$ cat config.mk
export PLATFORM = sky130hd
export DESIGN_NAME = can_errconf
export DESIGN_NICKNAME = d
export VERILOG_FILES = /design/src/rtl/can_errconf_pkg.sv /design/src/rtl/can_errconf_dp.sv /design/src/rtl/can_errconf_ctrl.sv /design/src/rtl/can_errconf.sv
export SDC_FILE = /design/constraint.sdc
export NUM_CORES = 1
export LEC_CHECK = 0
export ABC_AREA = 1
export ABC_CLOCK_PERIOD_IN_PS = 2900
export BUFFER_PORTS_ARGS = -buffer_cell sky130_fd_sc_hd__buf_2
export CORE_MARGIN = 2
export CORE_UTILIZATION = 49
export CTS_CLUSTER_DIAMETER = 200
export DETAILED_ROUTE_END_ITERATION = 10
export PLACE_DENSITY = 0.73
export SYNTH_ARGS = -nofsm -noshare
export SYNTH_HDL_FRONTEND = slang
export SYNTH_HIERARCHICAL = 1
export SYNTH_SLANG_ARGS = --single-unit
$ cat constraint.sdc
create_clock -name clk -period 2.9 [get_ports clk]
set_input_delay 0.145 -clock clk [delete_from_list [all_inputs] [get_ports clk]]
set_output_delay 0.145 -clock clk [all_outputs]
set_load 0.05 [all_outputs]
$ cat src/rtl/can_errconf_pkg.sv
package can_errconf_pkg;

  typedef enum logic [1:0] {
    ST_ACTIVE  = 2'd0,
    ST_PASSIVE = 2'd1,
    ST_BUSOFF  = 2'd2
  } errState_e;

  typedef struct packed {
    logic txInc;
    logic txDec;
    logic rxInc;
    logic rxDec;
    logic recover;
  } ecStrobe_t;

endpackage

$ cat src/rtl/can_errconf_dp.sv
module can_errconf_dp
  import can_errconf_pkg::*;
#(
  parameter int CNT_W       = 8,
  parameter int TX_STEP     = 8,
  parameter int RX_STEP     = 1,
  parameter int WARN_LVL    = 96,
  parameter int PASSIVE_LVL = 127
) (
  input  logic             clk,
  input  logic             rst,
  input  ecStrobe_t        strb,
  output logic [CNT_W-1:0] txCnt,
  output logic [CNT_W-1:0] rxCnt,
  output logic             busOff,
  output logic [7:0]       flags
);

  localparam logic [CNT_W:0]   MAX_X   = {1'b0, {CNT_W{1'b1}}};
  localparam logic [CNT_W:0]   TXSTEPX = (CNT_W+1)'(TX_STEP);
  localparam logic [CNT_W:0]   RXSTEPX = (CNT_W+1)'(RX_STEP);
  localparam logic [CNT_W-1:0] WARN_V  = CNT_W'(WARN_LVL);
  localparam logic [CNT_W-1:0] PASS_V  = CNT_W'(PASSIVE_LVL);

  logic [CNT_W:0] txSum;
  logic [CNT_W:0] rxSum;

  always_comb begin
    txSum = {1'b0, txCnt} + TXSTEPX;
    rxSum = {1'b0, rxCnt} + RXSTEPX;
  end

  always_ff @(posedge clk) begin
    if (rst) begin
      txCnt  <= '0;
      rxCnt  <= '0;
      busOff <= 1'b0;
    end else if (strb.recover) begin
      txCnt  <= '0;
      rxCnt  <= '0;
      busOff <= 1'b0;
    end else begin
      if (strb.txInc) begin
        if (txSum > MAX_X) begin
          txCnt  <= '1;
          busOff <= 1'b1;
        end else begin
          txCnt <= txSum[CNT_W-1:0];
        end
      end else if (strb.txDec && txCnt != '0) begin
        txCnt <= txCnt - 1'b1;
      end

      if (strb.rxInc) begin
        rxCnt <= (rxSum > MAX_X) ? '1 : rxSum[CNT_W-1:0];
      end else if (strb.rxDec && rxCnt != '0) begin
        rxCnt <= rxCnt - 1'b1;
      end
    end
  end

  always_comb begin
    flags    = 8'h00;
    flags[5] = busOff;
    flags[4] = txCnt > PASS_V;
    flags[3] = rxCnt > PASS_V;
    flags[2] = txCnt >= WARN_V;
    flags[1] = rxCnt >= WARN_V;
    flags[0] = flags[1] | flags[2];
  end

endmodule

$ cat src/rtl/can_errconf_ctrl.sv
module can_errconf_ctrl
  import can_errconf_pkg::*;
(
  input  logic       clk,
  input  logic       rst,
  input  logic       txErrEv,
  input  logic       rxErrEv,
  input  logic       txOkEv,
  input  logic       rxOkEv,
  input  logic       recoverEv,
  input  logic       intClear,
  input  logic       busOff,
  input  logic [7:0] flags,
  output ecStrobe_t  strb,
  output errState_e  errState,
  output logic       errIrq
);

  errState_e stateLast;
  logic      stateMoved;

  always_comb begin
    strb.txInc   = txErrEv & ~busOff;
    strb.txDec   = txOkEv & ~txErrEv & ~busOff;
    strb.rxInc   = rxErrEv & ~busOff;
    strb.rxDec   = rxOkEv & ~rxErrEv & ~busOff;
    strb.recover = recoverEv & busOff;
  end

  always_comb begin
    if (busOff)                errState = ST_BUSOFF;
    else if (flags[4] | flags[3]) errState = ST_PASSIVE;
    else                       errState = ST_ACTIVE;
    stateMoved = (errState != stateLast);
  end

  always_ff @(posedge clk) begin
    if (rst) begin
      stateLast <= ST_ACTIVE;
      errIrq    <= 1'b0;
    end else begin
      stateLast <= errState;
      if (stateMoved)                      errIrq <= 1'b1;
      else if (intClear && flags == 8'h00) errIrq <= 1'b0;
    end
  end

endmodule

$ cat src/rtl/can_errconf.sv
module can_errconf
  import can_errconf_pkg::*;
#(
  parameter int CNT_W       = 8,
  parameter int TX_STEP     = 8,
  parameter int RX_STEP     = 1,
  parameter int WARN_LVL    = 96,
  parameter int PASSIVE_LVL = 127
) (
  input  logic             clk,
  input  logic             rst,
  input  logic             txErrEv,
  input  logic             rxErrEv,
  input  logic             txOkEv,
  input  logic             rxOkEv,
  input  logic             recoverEv,
  input  logic             intClear,
  output logic [CNT_W-1:0] txCount,
  output logic [CNT_W-1:0] rxCount,
  output logic [7:0]       errFlags,
  output logic [1:0]       errState,
  output logic             errIrq
);

  ecStrobe_t strb;
  logic      busOff;
  errState_e stCode;

  can_errconf_dp #(
    .CNT_W(CNT_W), .TX_STEP(TX_STEP), .RX_STEP(RX_STEP),
    .WARN_LVL(WARN_LVL), .PASSIVE_LVL(PASSIVE_LVL)
  ) u_dp (
    .clk(clk), .rst(rst), .strb(strb),
    .txCnt(txCount), .rxCnt(rxCount), .busOff(busOff), .flags(errFlags)
  );

  can_errconf_ctrl u_ctrl (
    .clk(clk), .rst(rst),
    .txErrEv(txErrEv), .rxErrEv(rxErrEv), .txOkEv(txOkEv), .rxOkEv(rxOkEv),
    .recoverEv(recoverEv), .intClear(intClear),
    .busOff(busOff), .flags(errFlags),
    .strb(strb), .errState(stCode), .errIrq(errIrq)
  );

  assign errState = stCode;

endmodule

==> results.txt <==
outcome: complete, no violations
# IOs: 35
CP Depth: 8
CTS max path bufs: 2
root buf cell: clkbuf_4
iteration count of the initial detailed-routing pass: 4
sequential share of power: 36.8%
initial antenna violation count: 0
pre-CTS setup slack: 948.4 ps
Post-Route Setup TNS: 0 ps
Hold Crit Depth: 2
Synth Register Bits: 20
Slew Limit Headroom: 55.83%
post-synthesis sequential area ratio: 23.56%
Worst-path clk slew: 110 ps
worst setup margin: 935.2 ps
core area: 0.003337 mm2
Post-DRT Antenna Nets: 0
hold_buf cts: 0
Max Cap Viol: 0
Yosys cell types: 34
Logic pwr share: 46.5%
share of cells above drive strength 1: 20.76%
Clock Power Share: 16.7%
Die H: 62.89 um
worst reg-to-reg setup slack: 940 ps
Hold WC Path Type: in -> reg
RR Endpoint: u_dp/txCnt[3]
P_int: 510.6 uW
Fillers: 365
synthesis-to-layout area growth: 10.01%
Setup Buffers After CTS: 0
family with the most delay on the worst path: simple AND/OR/NAND/NOR gates
die area: 0.003955 mm2
launching point of the worst reg2reg path: u_dp/busOff
Setup CP Type: reg -> reg
leading cell types in the layout, fill and taps excluded: 54 x nand2_1, 38 x nor2_1, 32 x buf_2, 28 x inv_1
most common cell after layout, fill and taps aside: nand2_1
drt total wl: 3782 um
fin crit share: 67.75%
crit end category: flop
PD cells: 516.1 mW/mm2
starting density of the core: 50.92%
DRT iter0 DRCs: 129
worst vdd ir: 0.3080 mV
Final Core Density: 56.02%
gr ovfl total: 0
crit path cell chain: nor2_1 > inv_1 > nand2_4 > nand2_1 > nand2_1 > nand2_1 > nor2_1 > nor2_1
R2R depth: 8
Final Max Slew Viols: 0
post-synthesis cell area: 0.001699 mm2
CP Launch Type: flop
Num CTS Buffers: 3
residual DRC count: 0
Lkg Pwr: 0.0009524 uW
CP arrival: 2160 ps
CP max FO: 13
worst path required time: 3100 ps
fin crit period: 1965 ps
vias after detailed routing: 1682
final setup fails: 0
pin count of the biggest net entering global routing: 15
cells after synthesis: 263
first-pass GRT wire length: 6741 um
PortBufs: 32
Die Span X: 62.89 um
TritonCTS clock tree: yes
diode count: 0
H-tree Lvls: 1
Net count, final: 307
Final Power: 964.7 uW
worst path bufs/invs: 1
WL per Instance: 11.29 um
Slowest-stage cell, CP: nor2_1
RSZ-0062 raised after global routing: no
hold worst-path end: u_ctrl/errIrq
Std-Cell Rows: 21
synth warn: 6
post-DP HPWL: 2958 um
number of global-route vias before repair: 1477
worst clock skew: 5.855 ps
Clk Latency, worst-skew pair: 300 ps
Psw: 454.1 uW
critical hold path startpoint: rst
CP peak stage delay: 580 ps
Vias/cell: 5.021
switch share: 47.07%
Resize count post-CTS: 0
Worst Tran Pin Value: 660.2 ps
GRT Resource Usage Total: 20.78%
gpl congestion: 0.8942
final hold vios: 0
Fmax: 509.0 MHz
synthesized area per cell: 6.461 um2
clk sink count: 20
## metal layers
layer | GRT usage (%) | vias up | part of all wire (%)
met1 | 29.90 | 746 | 51
met5 | 0 | - | 0
met3 | 4.865 | 4 | 5.4
met2 | 30.85 | 44 | 42
met4 | 5.556 | 0 | 0.95
li1 | - | 888 | -
## worst register-to-register path, delay by kind of cell, from the launching register on
kind	cells	cell delay, ps
buf+inv	1	350
simple gates	7	1070
flops	1	460
## flip-flops by register name, indices dropped and copies added (netlist names)
register          cells
u_dp/txCnt            8
u_dp/rxCnt            8
u_dp/busOff           1
u_ctrl/stateLast      2
u_ctrl/errIrq         1
## cell families (layout without fill, tap and decap cells)
kind of cell | count (synthesis) | count (layout) | share of synthesized area (%)
other cells | 1 | 2 | 0.2207
flops | 20 | 20 | 23.56
simple gates | 141 | 141 | 38.44
compound gates | 40 | 40 | 13.99
xor+xnor | 10 | 10 | 5.155
buf+inv | 42 | 67 | 12.00
fa+ha+maj | 9 | 9 | 6.628
## worst max-delay path by stage
stage	from	end	slack (ps)
2_1_floorplan	u_dp/txCnt[7]	u_ctrl/errIrq	440
3_3_place_gp	u_dp/busOff	u_dp/txCnt[3]	910
3_5_place_dp	u_dp/busOff	u_dp/txCnt[3]	950
4_1_cts	u_dp/busOff	u_dp/txCnt[3]	930
5_1_grt	u_dp/busOff	u_dp/txCnt[3]	670
6_report	u_dp/busOff	u_dp/txCnt[3]	940
## layout make-up
| class | count | area (um2) | share of cell area, % |
|---|---|---|---|
| repair buffers | 32 | 160.2 | 8.568 |
| well taps | 46 | 57.56 | 3.079 |
| inverters | 31 | 116.4 | 6.225 |
| clock buffers | 4 | 36.28 | 1.941 |
| flip-flops and latches | 20 | 400.4 | 21.42 |
| multi-input cells | 202 | 1099 | 58.77 |
## power by group through the flow
stage / Combinational [uW] / Sequential [uW] / Clock (uW)
2_1_floorplan: 293 / 436 / 0
3_3_place_gp: 446 / 361 / 0
3_5_place_dp: 447 / 361 / 0
4_1_cts: 448 / 355 / 170
5_1_grt: 497 / 363 / 180
6_report: 448 / 355 / 161
## stage by stage
stage	instances	hold slack [ps]	area (um2)
CTS	335	27.61	1869
global placement	331	370.0	1833
global route	335	27.19	1869
finish	335	39.79	1869
detailed placement	331	367.1	1833
floorplan	264	214.1	1703
## cells in the mapped netlist
| cell type | number | area, um2 |
|---|---|---|
| a21oi_1 | 13 | 65.06 |
| a21oi_4 | 1 | 16.27 |
| a31oi_1 | 1 | 6.260 |
| buf_2 | 1 | 5.000 |
| buf_4 | 4 | 30.03 |
| buf_6 | 4 | 45.04 |
| clkbuf_1 | 2 | 7.510 |
| conb_1 | 1 | 3.750 |
| dfxtp_1 | 20 | 400.4 |
| ha_1 | 9 | 112.6 |
| inv_1 | 28 | 105.1 |
| inv_2 | 3 | 11.26 |
| nand2_1 | 54 | 202.7 |
| nand2_2 | 5 | 31.28 |
| nand2_4 | 1 | 11.26 |
| nand3_1 | 20 | 100.1 |
| nand3_2 | 3 | 30.03 |
| nand4_1 | 5 | 31.28 |
| nor2_1 | 38 | 142.6 |
| nor2_2 | 3 | 18.77 |
| nor2_4 | 3 | 33.78 |
| nor3_1 | 4 | 20.02 |
| o211a_1 | 1 | 10.01 |
| o211ai_1 | 1 | 7.510 |
| o21ai_0 | 12 | 60.06 |
| o21ai_1 | 8 | 40.04 |
| o21ai_2 | 1 | 8.760 |
| o21ai_4 | 1 | 16.27 |
| o31ai_1 | 1 | 7.510 |
| or2_0 | 1 | 6.260 |
| or2_1 | 1 | 6.260 |
| or2_2 | 3 | 18.77 |
| xnor2_1 | 2 | 17.52 |
| xor2_1 | 8 | 70.07 |
Note: power is estimated with default switching activity, not from simulation.
